`src/rtl/serial_rx_pkg.sv`:
```
package serial_rx_pkg;
  typedef enum logic [1:0] {RX_IDLE, RX_START, RX_DATA, RX_STOP} rx_state_t;

  localparam int unsigned BIT_RI    = 0;
  localparam int unsigned BIT_RB8   = 2;
  localparam int unsigned BIT_REN   = 4;
  localparam int unsigned BIT_SM1   = 6;
  localparam int unsigned BIT_ALIAS = 7;

  function automatic logic vote3(logic a, logic b, logic c);
    return (a & b) | (a & c) | (b & c);
  endfunction
endpackage

```
`src/rtl/serial_rx_bittimer.sv`:
```
module serial_rx_bittimer
  import serial_rx_pkg::*;
#(
  parameter int unsigned OSR = 16
) (
  input  logic clk_i,
  input  logic rst_ni,
  input  logic tick_i,
  input  logic run_i,
  input  logic rxd_i,
  output logic mid_o,
  output logic vote_o,
  output logic end_o
);
  localparam int unsigned CNT_W = $clog2(OSR);
  localparam int unsigned S0 = OSR / 2 - 1;
  localparam int unsigned S1 = OSR / 2;
  localparam int unsigned S2 = OSR / 2 + 1;

  logic [CNT_W-1:0] cnt_q;
  logic [1:0]       smp_q;

  always_ff @(posedge clk_i or negedge rst_ni) begin
    if (!rst_ni) begin
      cnt_q <= '0;
      smp_q <= '0;
    end else if (!run_i) begin
      cnt_q <= '0;
    end else if (tick_i) begin
      cnt_q <= (cnt_q == CNT_W'(OSR - 1)) ? '0 : cnt_q + 1'b1;
      if (cnt_q == CNT_W'(S0)) smp_q[0] <= rxd_i;
      if (cnt_q == CNT_W'(S1)) smp_q[1] <= rxd_i;
    end
  end

  assign mid_o  = run_i & tick_i & (cnt_q == CNT_W'(S2));
  assign end_o  = run_i & tick_i & (cnt_q == CNT_W'(OSR - 1));
  assign vote_o = vote3(smp_q[0], smp_q[1], rxd_i);
endmodule

```
`src/rtl/serial_rx_fsm.sv`:
```
module serial_rx_fsm
  import serial_rx_pkg::*;
#(
  parameter int unsigned DATA_W = 8
) (
  input  logic              clk_i,
  input  logic              rst_ni,
  input  logic              tick_i,
  input  logic              rxd_i,
  input  logic              en_i,
  input  logic              nine_i,
  input  logic              fe_sel_i,
  input  logic              mid_i,
  input  logic              vote_i,
  input  logic              end_i,
  output logic              run_o,
  output logic              ri_evt_o,
  output logic              fe_set_o,
  output logic              rb8_ld_o,
  output logic              rb8_o,
  output logic [DATA_W-1:0] data_o,
  output rx_state_t         state_o
);
  localparam int unsigned SH_W  = DATA_W + 1;
  localparam int unsigned IDX_W = $clog2(SH_W);

  rx_state_t        state_q;
  logic [IDX_W-1:0] idx_q;
  logic [IDX_W-1:0] last_idx;
  logic [SH_W-1:0]  sh_q;
  logic             ninth_hit;
  logic             stop_hit;

  assign last_idx  = nine_i ? IDX_W'(DATA_W) : IDX_W'(DATA_W - 1);
  assign ninth_hit = (state_q == RX_DATA) & mid_i & nine_i & ~fe_sel_i
                   & (idx_q == IDX_W'(DATA_W));
  assign stop_hit  = (state_q == RX_STOP) & mid_i;

  assign ri_evt_o = ninth_hit | (stop_hit & (~nine_i | fe_sel_i));
  assign fe_set_o = stop_hit & ~vote_i;
  assign rb8_ld_o = ri_evt_o & nine_i;
  assign rb8_o    = ninth_hit ? vote_i : sh_q[DATA_W];
  assign data_o   = sh_q[DATA_W-1:0];
  assign run_o    = (state_q != RX_IDLE);
  assign state_o  = state_q;

  always_ff @(posedge clk_i or negedge rst_ni) begin
    if (!rst_ni) begin
      state_q <= RX_IDLE;
      idx_q   <= '0;
      sh_q    <= '0;
    end else if (!en_i) begin
      state_q <= RX_IDLE;
    end else begin
      case (state_q)
        RX_IDLE: if (tick_i && !rxd_i) state_q <= RX_START;
        RX_START: begin
          if (mid_i && vote_i) state_q <= RX_IDLE;  // false start
          else if (end_i) begin
            state_q <= RX_DATA;
            idx_q   <= '0;
          end
        end
        RX_DATA: begin
          if (mid_i) sh_q[idx_q] <= vote_i;
          if (end_i) begin
            if (idx_q == last_idx) state_q <= RX_STOP;
            else idx_q <= idx_q + 1'b1;
          end
        end
        RX_STOP: if (mid_i) state_q <= RX_IDLE;
        default: state_q <= RX_IDLE;
      endcase
    end
  end
endmodule

```
`src/rtl/serial_rx_regs.sv`:
```
module serial_rx_regs
  import serial_rx_pkg::*;
#(
  parameter int unsigned DATA_W = 8
) (
  input  logic              clk_i,
  input  logic              rst_ni,
  input  logic              wr_i,
  input  logic [7:0]        wdata_i,
  input  logic              fe_sel_i,
  input  logic              ri_evt_i,
  input  logic              fe_set_i,
  input  logic              rb8_ld_i,
  input  logic              rb8_i,
  input  logic [DATA_W-1:0] data_i,
  output logic [7:0]        ctl_o,
  output logic [DATA_W-1:0] rx_buf_o,
  output logic              sm0_o,
  output logic              sm1_o,
  output logic              ren_o,
  output logic              fe_o,
  output logic              ri_o
);
  logic              fe_q;
  logic              sm0_q;
  logic [6:0]        low_q;
  logic [DATA_W-1:0] buf_q;

  always_ff @(posedge clk_i or negedge rst_ni) begin
    if (!rst_ni) begin
      fe_q  <= 1'b0;
      sm0_q <= 1'b0;
      low_q <= '0;
      buf_q <= '0;
    end else begin
      if (wr_i) begin
        if (fe_sel_i) fe_q  <= wdata_i[BIT_ALIAS];
        else          sm0_q <= wdata_i[BIT_ALIAS];
        low_q <= wdata_i[6:0];
      end
      // hardware events win over a same-cycle write
      if (fe_set_i) fe_q <= 1'b1;
      if (ri_evt_i) begin
        low_q[BIT_RI] <= 1'b1;
        buf_q         <= data_i;
      end
      if (rb8_ld_i) low_q[BIT_RB8] <= rb8_i;
    end
  end

  assign ctl_o    = {fe_sel_i ? fe_q : sm0_q, low_q};
  assign rx_buf_o = buf_q;
  assign sm0_o    = sm0_q;
  assign sm1_o    = low_q[BIT_SM1];
  assign ren_o    = low_q[BIT_REN];
  assign fe_o     = fe_q;
  assign ri_o     = low_q[BIT_RI];
endmodule

```
`src/rtl/serial_rx_ctl.sv`:
```
module serial_rx_ctl
  import serial_rx_pkg::*;
#(
  parameter int unsigned OSR    = 16,
  parameter int unsigned DATA_W = 8
) (
  input  logic              clk_i,
  input  logic              rst_ni,
  input  logic              tick_i,
  input  logic              rxd_i,
  input  logic              fe_sel_i,
  input  logic              reg_wr_i,
  input  logic [7:0]        reg_wdata_i,
  output logic [7:0]        ctl_o,
  output logic [DATA_W-1:0] rx_data_o
);
  logic [1:0]        rxd_sync_q;
  logic              rxd_s;
  logic              run_w, mid_w, vote_w, end_w;
  logic              ri_evt_w, fe_set_w, rb8_ld_w, rb8_w;
  logic [DATA_W-1:0] sh_data_w;
  rx_state_t         state_w;
  logic              sm0_w, sm1_w, ren_w, fe_w, ri_w;
  logic              en_w;

  always_ff @(posedge clk_i or negedge rst_ni) begin
    if (!rst_ni) rxd_sync_q <= 2'b11;
    else         rxd_sync_q <= {rxd_sync_q[0], rxd_i};
  end
  assign rxd_s = rxd_sync_q[1];

  assign en_w = ren_w & (sm0_w | sm1_w);

  serial_rx_bittimer #(.OSR(OSR)) u_timer (
    .clk_i  (clk_i),
    .rst_ni (rst_ni),
    .tick_i (tick_i),
    .run_i  (run_w),
    .rxd_i  (rxd_s),
    .mid_o  (mid_w),
    .vote_o (vote_w),
    .end_o  (end_w)
  );

  serial_rx_fsm #(.DATA_W(DATA_W)) u_fsm (
    .clk_i    (clk_i),
    .rst_ni   (rst_ni),
    .tick_i   (tick_i),
    .rxd_i    (rxd_s),
    .en_i     (en_w),
    .nine_i   (sm0_w),
    .fe_sel_i (fe_sel_i),
    .mid_i    (mid_w),
    .vote_i   (vote_w),
    .end_i    (end_w),
    .run_o    (run_w),
    .ri_evt_o (ri_evt_w),
    .fe_set_o (fe_set_w),
    .rb8_ld_o (rb8_ld_w),
    .rb8_o    (rb8_w),
    .data_o   (sh_data_w),
    .state_o  (state_w)
  );

  serial_rx_regs #(.DATA_W(DATA_W)) u_regs (
    .clk_i    (clk_i),
    .rst_ni   (rst_ni),
    .wr_i     (reg_wr_i),
    .wdata_i  (reg_wdata_i),
    .fe_sel_i (fe_sel_i),
    .ri_evt_i (ri_evt_w),
    .fe_set_i (fe_set_w),
    .rb8_ld_i (rb8_ld_w),
    .rb8_i    (rb8_w),
    .data_i   (sh_data_w),
    .ctl_o    (ctl_o),
    .rx_buf_o (rx_data_o),
    .sm0_o    (sm0_w),
    .sm1_o    (sm1_w),
    .ren_o    (ren_w),
    .fe_o     (fe_w),
    .ri_o     (ri_w)
  );
endmodule

```
`config.mk`:
```
export PLATFORM = sky130hd
export DESIGN_NAME = serial_rx_ctl
export DESIGN_NICKNAME = d
export VERILOG_FILES = /design/src/rtl/serial_rx_pkg.sv /design/src/rtl/serial_rx_bittimer.sv /design/src/rtl/serial_rx_fsm.sv /design/src/rtl/serial_rx_regs.sv /design/src/rtl/serial_rx_ctl.sv
export SDC_FILE = /design/constraint.sdc
export NUM_CORES = 1
export LEC_CHECK = 0
export BUFFER_PORTS_ARGS = -buffer_cell sky130_fd_sc_hd__buf_4
export CORE_MARGIN = 5
export CORE_UTILIZATION = 53
export CTS_BUF_LIST = sky130_fd_sc_hd__clkbuf_4
export DETAILED_ROUTE_END_ITERATION = 8
export PLACE_DENSITY = 0.74
export SLEW_MARGIN = 20
export SYNTH_ARGS = -nofsm -noshare
export SYNTH_HDL_FRONTEND = slang
export SYNTH_HIERARCHICAL = 1
export SYNTH_SLANG_ARGS = --single-unit
```
`constraint.sdc`:
```
create_clock -name clk_i -period 1.9 [get_ports clk_i]
set_input_delay 0.095 -clock clk_i [delete_from_list [all_inputs] [get_ports clk_i]]
set_output_delay 0.095 -clock clk_i [all_outputs]
set_load 0.02 [all_outputs]
```
Word level (Yosys, flattened, before mapping):

Index checks and enable logic that the tools add are counted.

* input port bits: 14
* bits in registers: 40
* output and inout port bits: 16
* logic and storage cells: 105

* bitwise operators: 23
* magnitude comparators: 2
* multiplexer cells: 28
* equal/unequal tests: 19
* $add $sub $neg: 2
* reductions and logical operators: 18

Operator list (number)
* 2-to-1 mux 4 bit: 8
* == test 4 bit, second input constant: 4
* AND 1 bit: 15
* 2-to-1 mux 2 bit: 7
* inequality test 3 bit, second input constant: 4
* nonzero test 2 bit: 6
* inequality test 2 bit, second input constant: 5
* bitwise mux 9 bit: 1
* AND reduction 3 bit: 3
* adder 4 x 1 -> 4 bit, second input constant: 2
* 2-to-1 mux 1 bit: 8
* case mux 2 bit (4 select lines): 1
* case mux 4 bit (2 select lines): 1
* AND reduction 6 bit: 1
* less-than comparator 4 x 5 -> 1 bit, second input constant: 1
* bitwise OR 1 bit: 5
* AND reduction 5 bit: 1
* demux 1 bit (select 4 bit): 1
* == test 2 bit, second input constant: 2
* == test 4 x 3 -> 1 bit, second input constant: 1
* == test 4 bit: 1
* >= comparator 4 x 1 -> 1 bit, second input constant: 1
* inequality test 4 bit, second input constant: 1
* AND reduction 2 bit: 2
* other kinds (6): 10

Logic depth before layout (Yosys ltp):

Gate-level depths: netlist (run 1).

* depth in word-level cells: 10
* gate-level depth with buffers: 9
* gate-level depth less buffers: 8

Hierarchy:

Netlist (run 1), hierarchy kept.

Modules (own cells, without submodules)
* serial_rx_fsm: area each 1021.0 µm², cells an instance 101, instances 1, sequential area each 375.4 µm²
* serial_rx_regs: area each 694.4 µm², cells an instance 45, instances 1, sequential area each 425.4 µm²
* serial_rx_bittimer: area each 357.8 µm², cells an instance 35, instances 1, sequential area each 150.1 µm²
* serial_rx_ctl: area each 60.1 µm², cells an instance 3, instances 1, sequential area each 52.6 µm²

Worst setup path before layout (run 1):

Ideal clock, no wire load.

* path type: reg-to-reg
* start: register u_fsm.state_q[0], in the netlist u_fsm/state_o[0]
* end: register u_fsm.sh_q[4]
* buffers on the path: 1
* stages on the path, launching flop included: 9
* setup slack: -0.200 ns
* data arrival time: 1.975 ns
* clock period less this slack: 2.100 ns
* setup time: 0.125 ns
* required time: 1.775 ns
* cells stage by stage: dfrtp_1 > buf_4 > or2_2 > and4b_1 > and2_1 > nand2_4 > nor4b_4 > nand2_1 > mux2_4

* longest elaborated chain between the ends: 4
* elaborated cells between the ends (all ways): 5
* those cells by class: eq/ne (1); bitwise (2); reduce/logical (2)

RTL lines
* start: declaration: line serial_rx_fsm.sv:27 `rx_state_t state_q;`
* start signal: assignment: line serial_rx_fsm.sv:49 `state_q <= RX_IDLE;`
* start signal: assignment: line serial_rx_fsm.sv:53 `state_q <= RX_IDLE;`
* start signal: assignment: line serial_rx_fsm.sv:56 `RX_IDLE: if (tick_i && !rxd_i) state_q <= RX_START;`
* nonzero test 2 bit: line serial_rx_fsm.sv:44 `assign run_o = (state_q != RX_IDLE);`
* via run_w: line serial_rx_ctl.sv:19 `logic run_w, mid_w, vote_w, end_w;`
* AND 1 bit (2 in series): line serial_rx_bittimer.sv:36 `assign mid_o = run_i & tick_i & (cnt_q == CNT_W'(S2));`
* via mid_w: line serial_rx_ctl.sv:19
* AND reduction 3 bit (no line)
* end signal: indexed assignment: line serial_rx_fsm.sv:65 `if (mid_i) sh_q[idx_q] <= vote_i;`
* end: declaration: line serial_rx_fsm.sv:30 `logic [SH_W-1:0] sh_q;`

The timed path passes the listed nets, and every way through them passes these cells.
A chain may end at the register's enable or synchronous reset.

Worst setup path in the final report (run 1):

* start: register u_fsm.idx_q[0]
* end: register u_regs.buf_q[1], in the netlist u_regs/rx_buf_o[1]

* longest elaborated chain between the ends: 3

RTL lines
* start: declaration: line serial_rx_fsm.sv:28 `logic [IDX_W-1:0] idx_q;`
* start signal: assignment: line serial_rx_fsm.sv:68 `else idx_q <= idx_q + 1'b1;`
* == test 4 bit: line serial_rx_fsm.sv:36 `& (idx_q == IDX_W'(DATA_W));`
* AND 1 bit: line serial_rx_fsm.sv:36
* bitwise OR 1 bit: line serial_rx_fsm.sv:39 `assign ri_evt_o = ninth_hit | (stop_hit & (~nine_i | fe_sel_i));`
* via ri_evt_w: line serial_rx_ctl.sv:20 `logic ri_evt_w, fe_set_w, rb8_ld_w, rb8_w;`
* end signal: assignment: line serial_rx_regs.sv:45 `buf_q <= data_i;`
* end: declaration: line serial_rx_regs.sv:27 `logic [DATA_W-1:0] buf_q;`

The timed path passes the listed nets, and every way through them passes these cells.

==> metrics.yaml, run 1 <==
critical_path:
  startpoint: "u_fsm/idx_q[0]$_DFFE_PN0P_"
  cpMaxStageDelayCell: "or4_4"
  required_ps: 2140
  r2r_start: "u_fsm/idx_q[0]$_DFFE_PN0P_"
  cpPeakStageDelay_ps: 450
  r2r_slack_ps: -60
  path_buf_inv: 2
  crit_type: "flip-flop to flip-flop"
  path_cells: "inv_2 -> ha_4 -> nand3b_1 -> or4_4 -> a21oi_4 -> buf_6 -> mux2_4"
  critPathTopFamily: "simple AND/OR/NAND/NOR gates"
  crit_arrival_ps: 2190
  r2r_end: "u_regs/rx_buf_o[1]$_DFFE_PN0P_"
  end_kind: "flip-flop"
  path_max_fanout: 5
  ff2ff_path_depth: 7
  cp-start-kind: "flip-flop"
clock_tree:
  cts_sinks: 40
  cts-root-buf: "clkbuf_4"
  clockBufferDepth: 2
  clk_pin_slew_ps: 110
  worstSkewPairLatency_ps: 350
  cts_tree: "yes"
  h-tree-depth: 2
  cts_made_buffers: 5
routing:
  wl_met1_um: 1860
  routed_wl_um: 4610
  drc: 0
  ant_nets: 0
  drtPass1Iterations: 4
  top_layer: "met4"
  via_per_inst: 5.38
  drt_iter0_markers: 79
  wire_per_inst_um: 16.1
  dr_wl_met2_um: 2480
  routed-wl-met3_um: 160
  vias: 1544
min_path:
  holdPathEnd: "u_timer/cnt_q[0]$_DFFE_PN0P_"
  hold_class: "input port to flip-flop"
  hold_path_depth: 3
  hp-start: "tick_i"
cells_and_area:
  final_util_pct: 69.0
  syn_to_final_growth_pct: 27.6
  drive_gt1_share_pct: 43.5
  finalNetCount: 257
  design_area_um2: 2720
  fillers: 285
  stdcell_count: 287
  diodes: 0
yosys:
  ys.flop_type: "dfrtp_1"
  avgSynthCellArea_um2: 11.6
  synth_nets: 205
  synthCells: 184
  ys_warn_count: 6
  yosysTopAreaCell: "dfrtp_1"
  ys_ff_latch: 40
  synth.area.top_cells: "dfrtp_1 (45%), mux2_2 (9.0%), buf_4 (4.2%)"
  synth_seq_area_share_pct: 47.0
  synth_edf_count: 0
  syn_area_um2: 2130
  synthArstFlopShare_pct: 100
  synth_top_cell_area_share_pct: 44.6
  synth.distinct_cells: 51
grt:
  grt_use_total_pct: 17.3
  grt_max_degree: 41
  grt_pass1_wl_um: 7130
  first_global_vias: 1597
  antenna_found_initial: 0
  grt.overflow.total: 0
placement:
  gp_congestion: 0.861
  hpwl_um: 3090
  io_buffers: 29
  placed_cell_area_um2: 2420
  dp.cells: 263
power_and_ir_drop:
  ir_worst_vdd_uv: 380
  leakagePower_nw: 1.29
  p_per_area_nw_per_um2: 570
  power.total_mw: 1.55
timing:
  fin_crit_sh_pct: 103
  hold_viol: 0
  finalSetupViolCount: 8
  worst_pin_slew_ps: 500
  setup_slack_ps: -58.1
  clock_skew_ps: 12.0
  fmax_mhz: 511
  fin_crit_ps: 1960
  slew_violations: 0
  grt_setup_unrepaired: "true"
  setup-tns-final_ps: -293
  maxSlewHeadroom_pct: 66.7
status:
  violations: "setup timing"
  outcome: "complete, but fails checks"
job:
  drv_cap: 0
die:
  num_rows: 23
  die_w_um: 73.4
  io_pins: 30
  core_area_um2: 3940
  die_area_um2: 5390
  initial_core_util_pct: 54.1
  die-height_um: 73.4
-- worst register-to-register path: stages (launching register included) --
cell and delay, ps:
dfrtp_1 410, inv_2 90, ha_4 130, nand3b_1 100, or4_4 450, a21oi_4 190
buf_6 170, mux2_4 310
-- layout make-up --
type                            instances  area, µm²  area share [%]
Sequential cell                        40       1000            36.9
Tap cell                               50       62.6            2.30
Timing Repair Buffer                   60        480            17.7
Inverter                                7       26.3           0.966
Clock buffer                            7       52.6            1.93
Clock inverter                          1       3.75           0.138
Multi-Input combinational cell        122       1090            40.1
-- cell usage after synthesis (2+ instances only) --
master    count
and2_1        2
ha_1          7
nor2_1        2
nor2b_1       4
mux2_1        6
nor3_1        5
nand2b_1      3
dfrtp_1      38
or4_1         2
buf_4        12
a21oi_1       6
nand3_1       5
mux2_4        4
and3_1        3
and2b_1       2
dfstp_2       2
mux2_2       17
o22ai_1       2
inv_1         7
nand2_1      16
mux2i_1       3
o21ai_1       2
o21ai_0       4
nor3b_1       3
-- placed cells by master (no fill, tap or decap), types with 2 or more instances in the layout --
cell,count
nor3b_1,3
dfrtp_1,37
mux2i_1,3
buf_4,49
nand3_1,5
o21ai_1,2
o22ai_1,2
and2b_1,2
mux2_4,16
inv_1,4
mux2_1,2
nor2b_1,4
o21ai_0,4
nor4b_4,2
nand2b_1,3
dlygate4sd3_1,9
dfstp_2,2
nand2_1,16
clkbuf_4,7
inv_2,3
a21oi_1,5
mux2_2,9
nor3_1,5
buf_6,2
ha_1,6
and3_1,3
-- sequential cells by signal (all words and copies together), names as in the netlist --
register         cells
u_regs/fe_o          1
u_regs/low_q         7
u_fsm/state_o        2
u_regs/sm0_o         1
rxd_sync_q           2
u_regs/rx_buf_o      8
u_fsm/idx_q          4
u_fsm/sh_q           9
u_timer/smp_q        2
u_timer/cnt_q        4
-- report_power, final --
| group | switching [mW] | total (mW) | internal, mW |
|---|---|---|---|
| Clock | 0.265 | 0.436 | 0.171 |
| Combinational | 0.112 | 0.217 | 0.105 |
| Sequential | 0.0184 | 0.897 | 0.879 |
-- worst max-delay path by stage --
stage                                                 to  slack, ps  cells past startpoint
final                     u_regs/rx_buf_o[1]$_DFFE_PN0P_        -60                      7
after global routing         u_regs/low_q[2]$_DFFE_PN0P_       -140                      8
after CTS                 u_regs/rx_buf_o[5]$_DFFE_PN0P_        -50                      7
after detailed placement  u_regs/rx_buf_o[1]$_DFFE_PN0P_        -90                      7
after global placement    u_regs/rx_buf_o[1]$_DFFE_PN0P_         40                      7
after floorplan                u_fsm/sh_q[4]$_DFFE_PN0P_        -50                      8
-- kinds of logic (layout without fill, tap and decap cells) --
group | Yosys count | count (layout) | synth area share, %
and+or+nand+nor | 59 | 59 | 17.8
DFF | 40 | 40 | 47.0
muxes | 30 | 30 | 16.4
AOI/OAI and AO/OA | 24 | 24 | 7.45
buffers and inverters | 22 | 75 | 6.39
adders and majority gates | 8 | 8 | 4.57
xor gates and xnor gates | 1 | 1 | 0.411
-- through the flow --
| stage | setup WS [ps] | hold slack, ps |
|---|---|---|
| floorplan | -53.2 | -201 |
| global placement | 44.8 | 85.6 |
| detailed placement | -88.2 | 99.4 |
| CTS | -46.0 | 54.8 |
| global route | -139 | 51.3 |
| finish | -58.1 | 73.5 |
-- routing by layer --
layer / vias up / GRT usage [%]
met2: 28 / 30.4
met3: 10 / 3.97
met1: 761 / 19.6
met5: - / 0
met4: 0 / 8.25
li1: 745 / -
-- repair_timing --
| action | CTS | global route |
|---|---|---|
| hold buffers | 9 | 0 |
| setup endpoints to repair | 8 | 20 |
| pin swaps | 1 | 5 |
| buffers inserted | 2 | 4 |
| gates resized for setup | 13 | 14 |
| endpoints found under the hold margin | 47 | 0 |
| gates cloned | 1 | 0 |
No activity file was read; power rests on OpenSTA's default activity.
==> inputs of run 2 (changes only) <==
Settings changed: CORE_MARGIN 5 to 2.
==> run 2 against run 1 <==
The flow still finishes with violations (setup timing). Clock power increased by 26%. Maximum frequency is 0.33% higher. Cell count down 0.35%. Critical path depth unchanged. Cell area is 0.32% higher. Global-route usage is 4.9 points higher. Core utilization rose by 0.22 points. Sequential share of layout area shrank 0.12 points. Setup slack improved by 6.4 ps. Register-to-register slack about the same. Clock skew down 3.2 ps. Critical path type unchanged. Largest cell class unchanged.
==> metrics.yaml, run 2 (synthesized netlist as in run 1, its figures left out) <==
critical_path:
  path_max_fanout: 5  # unchanged
  cpPeakStageDelay_ps: 450  # about the same
  startpoint: "u_fsm/idx_q[0]$_DFFE_PN0P_"
  path_cells: "inv_2 -> ha_4 -> nand3b_1 -> or4_4 -> a21oi_4 -> buf_6 -> mux2_4"
  critPathTopFamily: "simple AND/OR/NAND/NOR gates"
  cp-start-kind: "flip-flop"
  crit_type: "flip-flop to flip-flop"
  r2r_start: "u_fsm/idx_q[0]$_DFFE_PN0P_"
  r2r_end: "u_regs/rx_buf_o[1]$_DFFE_PN0P_"
  required_ps: 2140  # about the same
  cpMaxStageDelayCell: "or4_4"
  end_kind: "flip-flop"
  r2r_slack_ps: -50  # about the same
  crit_arrival_ps: 2200  # about the same
  ff2ff_path_depth: 7  # unchanged
  path_buf_inv: 2  # unchanged
routing:
  wire_per_inst_um: 16.0  # -0.65%
  via_per_inst: 5.46  # +1.5%
  vias: 1562  # +1.2%
  drt_iter0_markers: 64  # -19%
  ant_nets: 0  # unchanged
  drc: 0  # unchanged
  routed_wl_um: 4560  # -1.0%
  drtPass1Iterations: 4  # unchanged
timing:
  fmax_mhz: 512  # +0.33%
  worst_pin_slew_ps: 499  # -0.416 ps
  fin_crit_sh_pct: 103  # -0.33 points
  finalSetupViolCount: 8  # unchanged
  hold_viol: 0  # unchanged
  fin_crit_ps: 1950  # -6.36 ps
  setup-tns-final_ps: -260  # +33.5 ps
  setup_slack_ps: -51.7  # +6.36 ps
  clock_skew_ps: 8.83  # -3.18 ps
  slew_violations: 0  # unchanged
  grt_setup_unrepaired: "true"
  maxSlewHeadroom_pct: 66.7  # about the same
die:
  num_rows: 23  # unchanged
  die_w_um: 67.4  # -8.2%
  io_pins: 30  # unchanged
  die-height_um: 67.4  # -8.2%
  die_area_um2: 4550  # -16%
  core_area_um2: 3940  # unchanged
  initial_core_util_pct: 54.1  # unchanged
cells_and_area:
  largest_register_ffs: 9  # unchanged
  fillers: 287  # +0.70%
  final_util_pct: 69.2  # +0.22 points
  layout_common_cells: "buf_4 (48), dfrtp_1 (37), nand2_1 (16)"
  diodes: 0  # unchanged
  design_area_um2: 2730  # +0.32%
  regMostFlops: "u_fsm/sh_q"
  layout_commonest_cell: "buf_4"
  finalNetCount: 256  # -0.39%
  syn_to_final_growth_pct: 28.0
  drive_gt1_share_pct: 42.4  # -1.1 points
power_and_ir_drop:
  p_sw_share_pct: 24.6  # -0.90 points
  ir_worst_vdd_uv: 445  # +17%
  power.total_mw: 1.66  # +7.2%
  comb_power_share_pct: 13.1  # -0.9 points
  pwr-share-clk_pct: 33.0  # +4.9 points
  seqPwrFrac_pct: 53.9  # -4.0 points
  p_per_area_nw_per_um2: 609  # +6.8%
  intPower_mw: 1.25  # +8.5%
  power.switching_uw: 409  # +3.4%
  leakagePower_nw: 1.31  # +1.0%
min_path:
  holdPathEnd: "u_regs/low_q[0]$_DFFE_PN0P_"
  hold_path_depth: 2  # -1
  hold_class: "input port to flip-flop"
  hp-start: "reg_wr_i"
status:
  violations: "setup timing"
  outcome: "complete, but fails checks"
clock_tree:
  clk_pin_slew_ps: 120  # about the same
  cts_made_buffers: 5  # unchanged
  h-tree-depth: 2  # unchanged
  cts_tree: "yes"
  cts-root-buf: "clkbuf_4"
  clockBufferDepth: 2  # unchanged
  cts_sinks: 40  # unchanged
  worstSkewPairLatency_ps: 350  # about the same
grt:
  gr-usage-met2_pct: 37.5  # +7.1 points
  first_global_vias: 1610  # +0.81%
  grt_use_total_pct: 22.2  # +4.9 points
  antenna_found_initial: 0  # unchanged
  grt_pass1_wl_um: 7370  # +3.3%
  grt_use_met3_pct: 5.83  # +1.9 points
  grt.busiest_layer: "met2"
  grtUsageMet1_pct: 26.1  # +6.5 points
  grt.overflow.total: 0  # unchanged
  grt_max_degree: 41  # unchanged
placement:
  io_buffers: 29  # unchanged
  placed_cell_area_um2: 2420  # unchanged
  gp_congestion: 0.849  # -1.4%
  hpwl_um: 3090  # +0.12%
job:
  drv_cap: 0  # unchanged
## run 2: power groups by stage
stage                     Combinational (mW)  Sequential, mW  Clock [mW]
after floorplan                       0.0978           0.924           0
after global placement                 0.191           0.911           0
after detailed placement               0.199           0.912           0
after CTS                              0.215           0.896       0.556
after global routing                   0.238           0.900       0.593
final                                  0.218           0.896       0.548
## run 2: timing repair
action	4_1_cts	5_1_grt
hold endpoints to repair	46	0
pin swaps	0	7
resized for setup	7	18
buffers inserted	4	1
setup endpoints to repair	8	21
hold buffers	9	0
cloned	1	0
## run 2: area by class of cell
type	instances	area [µm²]	area share [%]
Sequential cell	40	1000	36.8
Clock inverter	3	37.5	1.37
Tap cell	50	62.6	2.29
Inverter	7	26.3	0.962
Multi-Input combinational cell	122	1090	39.9
Clock buffer	5	37.5	1.37
Timing Repair Buffer	59	473	17.3
## run 2: worst max-delay path by stage
| stage | cells past startpoint | end | slack, ps |
|---|---|---|---|
| 2_1_floorplan | 8 | u_fsm/sh_q[4]$_DFFE_PN0P_ | -50 |
| 3_3_place_gp | 7 | u_regs/rx_buf_o[1]$_DFFE_PN0P_ | 40 |
| 3_5_place_dp | 7 | u_regs/rx_buf_o[1]$_DFFE_PN0P_ | -40 |
| 4_1_cts | 7 | u_regs/rx_buf_o[1]$_DFFE_PN0P_ | -40 |
| 5_1_grt | 8 | u_regs/low_q[2]$_DFFE_PN0P_ | -110 |
| 6_report | 7 | u_regs/rx_buf_o[1]$_DFFE_PN0P_ | -50 |
## run 2: worst reg2reg max path, delay by kind of cell (launching register included)
family | cells | cell delay (ps)
multiplexers | 1 | 310
buffers and inverters | 2 | 250
flip-flops | 1 | 420
AND/OR/NAND/NOR | 2 | 560
adder cells (fa/ha/maj) | 1 | 130
AO/OA/AOI/OAI | 1 | 170
## run 2: per-layer routing
| layer | part of all wire [%] | wire [µm] |
|---|---|---|
| met5 | 0 | 0 |
| met4 | 1.8 | 83 |
| met1 | 41 | 1850 |
| met3 | 3.2 | 144 |
| met2 | 55 | 2490 |
## run 2: per-stage QoR
| step | hold WS (ps) | worst slack [ps] | std cells |
|---|---|---|---|
| after floorplan | -201 | -53.2 | 184 |
| after global placement | 85.7 | 43.9 | 263 |
| after detailed placement | 98.7 | -37.7 | 263 |
| after CTS | 63.4 | -39.7 | 285 |
| after global routing | 82.7 | -107 | 286 |
| final | 82.9 | -51.7 | 286 |
==> inputs of run 3 (changes only) <==
==> constraint.sdc (replaced) <==
create_clock -name clk_i -period 1.9 [get_ports clk_i]
set_input_delay 0 -clock clk_i [delete_from_list [all_inputs] [get_ports clk_i]]
set_output_delay 0 -clock clk_i [all_outputs]
set_load 0.02 [all_outputs]
==> run 3 against run 2 <==
The run still ends with setup timing left. Count of clock-buffer cells in the layout stayed put. Critical path depth unchanged. Core utilization grew 2.0 points. Via count increased by 1.5%. Critical endpoint is now u_regs/rx_buf_o[7]$_DFFE_PN0P_. Largest cell class unchanged.
==> metrics.yaml, run 3 (synthesized netlist as in run 1, its figures left out) <==
status:
  outcome: "complete, but fails checks"
  violations: "setup timing"
grt:
  grt_pass1_wl_um: 7430  # +0.84%
  antenna_found_initial: 0  # unchanged
  grt.overflow.total: 0  # unchanged
  first_global_vias: 1614  # +0.25%
  grt_max_degree: 41  # unchanged
  grt_use_total_pct: 22.3  # +0.11 points
placement:
  hpwl_um: 3090  # unchanged
  gp_congestion: 0.849  # unchanged
  dp.cells: 263  # unchanged
  io_buffers: 29  # unchanged
cells_and_area:
  layout_common_cells: "buf_4 (48), dfrtp_1 (37), nand2_1 (14)"
  syn_to_final_growth_pct: 31.7
  stdcell_count: 291  # +1.7%
  layout_commonest_cell: "buf_4"
  drive_gt1_share_pct: 44.8  # +2.4 points
  finalNetCount: 261  # +2.0%
  diodes: 0  # unchanged
  largest_register_ffs: 9  # unchanged
  regMostFlops: "u_fsm/sh_q"
power_and_ir_drop:
  ir_worst_vdd_uv: 465  # +4.6%
  leakagePower_nw: 1.34  # +2.3%
  p_per_area_nw_per_um2: 594  # -2.4%
critical_path:
  end_kind: "flip-flop"
  r2r_end: "u_regs/rx_buf_o[7]$_DFFE_PN0P_"
  cpMaxStageDelayCell: "or4_4"
  path_cells: "inv_2 -> ha_4 -> nand3b_1 -> or4_4 -> a21oi_4 -> buf_6 -> mux2_2"
  cpPeakStageDelay_ps: 450  # about the same
  ff2ff_path_depth: 7  # unchanged
  path_max_fanout: 5  # unchanged
  r2r_start: "u_fsm/idx_q[0]$_DFFE_PN0P_"
  path_buf_inv: 2  # unchanged
  crit_arrival_ps: 2230  # +30 ps
  crit_type: "flip-flop to flip-flop"
  r2r_slack_ps: -90  # -40 ps
  required_ps: 2140  # about the same
  cp-start-kind: "flip-flop"
  critPathTopFamily: "simple AND/OR/NAND/NOR gates"
clock_tree:
  cts_sinks: 40  # unchanged
  cts_made_buffers: 5  # unchanged
  h-tree-depth: 2  # unchanged
  worstSkewPairLatency_ps: 350  # about the same
  cts_tree: "yes"
  clk_pin_slew_ps: 120  # about the same
  clockBufferDepth: 2  # unchanged
  cts-root-buf: "clkbuf_4"
timing:
  hold_viol: 0  # unchanged
  fin_crit_sh_pct: 105  # +1.9 points
  setup_slack_ps: -87.6  # -35.9 ps
  fmax_mhz: 503  # -1.8%
  whs_ps: 146  # +63.2 ps
  finalSetupViolCount: 9  # +1
  maxSlewHeadroom_pct: 66.5  # -0.17 points
  slew_violations: 0  # unchanged
  worst_pin_slew_ps: 502  # +2.62 ps
  fin_crit_ps: 1990  # +35.9 ps
  clock_skew_ps: 7.28  # -1.55 ps
  grt_setup_unrepaired: "true"
routing:
  wire_per_inst_um: 15.9  # -0.30%
  vias: 1586  # +1.5%
  ant_nets: 0  # unchanged
  via_per_inst: 5.45  # -0.21%
  drt_iter0_markers: 63  # -1.6%
  drtPass1Iterations: 5  # +1
  drc: 0  # unchanged
  routed_wl_um: 4630  # +1.4%
min_path:
  hold_class: "input port to asynchronous set/reset pin"
job:
  drv_cap: 0  # unchanged
die:
  die-height_um: 67.4  # unchanged
  die_w_um: 67.4  # unchanged
  die_area_um2: 4550  # unchanged
  core_area_um2: 3940  # unchanged
  io_pins: 30  # unchanged
  initial_core_util_pct: 54.1  # unchanged
  num_rows: 23  # unchanged
==> run 3: repair_timing <==
action | CTS | global route
gates cloned | 1 | 0
buffers inserted | 4 | 4
hold endpoints to repair | 52 | 0
resized for setup | 7 | 27
hold buffers | 13 | 0
pin swaps | 0 | 14
setup endpoints to repair | 8 | 21
==> run 3: cell type report <==
class                   instances  area [µm²]
clock inverters                 3        37.5
multi-input cells             122        1120
repair buffers                 64         524
clock buffers                   5        37.5
well taps                      50        62.6
flip-flops and latches         40        1000
fillers                       273        1130
inverters                       7        26.3
==> run 3: through the flow <==
stage | worst slack (ps) | TNS, ps | cell area, µm² | util [%] | total power [mW]
3_5_place_dp | -37.7 | -133 | 2420 | 61.4 | 1.11
2_1_floorplan | -53.2 | -614 | 2150 | - | 1.02
5_1_grt | -139 | -1550 | 2810 | 71.2 | 1.74
3_3_place_gp | 43.9 | 0 | 2420 | 61.4 | 1.10
6_report | -87.6 | -443 | 2810 | 71.2 | 1.67
4_1_cts | -39.7 | -127 | 2680 | 68.0 | 1.67
==> run 3: how the worst max path moves through the flow <==
stage | slack, ps | to | cells after the start | from
after global placement | 40 | u_regs/rx_buf_o[1]$_DFFE_PN0P_ | 7 | u_fsm/idx_q[0]$_DFFE_PN0P_
after floorplan | -50 | u_fsm/sh_q[4]$_DFFE_PN0P_ | 8 | u_fsm/state_o[0]$_DFFE_PN0P_
after detailed placement | -40 | u_regs/rx_buf_o[1]$_DFFE_PN0P_ | 7 | u_fsm/idx_q[0]$_DFFE_PN0P_
after CTS | -40 | u_regs/rx_buf_o[1]$_DFFE_PN0P_ | 7 | u_fsm/idx_q[0]$_DFFE_PN0P_
final | -90 | u_regs/rx_buf_o[7]$_DFFE_PN0P_ | 7 | u_fsm/idx_q[0]$_DFFE_PN0P_
after global routing | -140 | u_regs/rx_buf_o[7]$_DFFE_PN0P_ | 7 | u_fsm/idx_q[0]$_DFFE_PN0P_
==> run 3: layer usage <==
| layer | global-route usage, % | share of wire, % | vias to the layer above |
|---|---|---|---|
| met1 | 26.5 | 40 | 793 |
| li1 | - | - | 749 |
| met4 | 10.5 | 2.0 | 0 |
| met2 | 37.7 | 55 | 36 |
| met5 | 0 | 0 | - |
| met3 | 5.67 | 3.7 | 8 |
==> run 3: report_power, final <==
| group | internal [mW] | leakage (nW) | switching, mW |
|---|---|---|---|
| logic | 0.111 | 0.772 | 0.116 |
| registers | 0.879 | 0.525 | 0.0167 |
| clock network | 0.269 | 0.0403 | 0.277 |
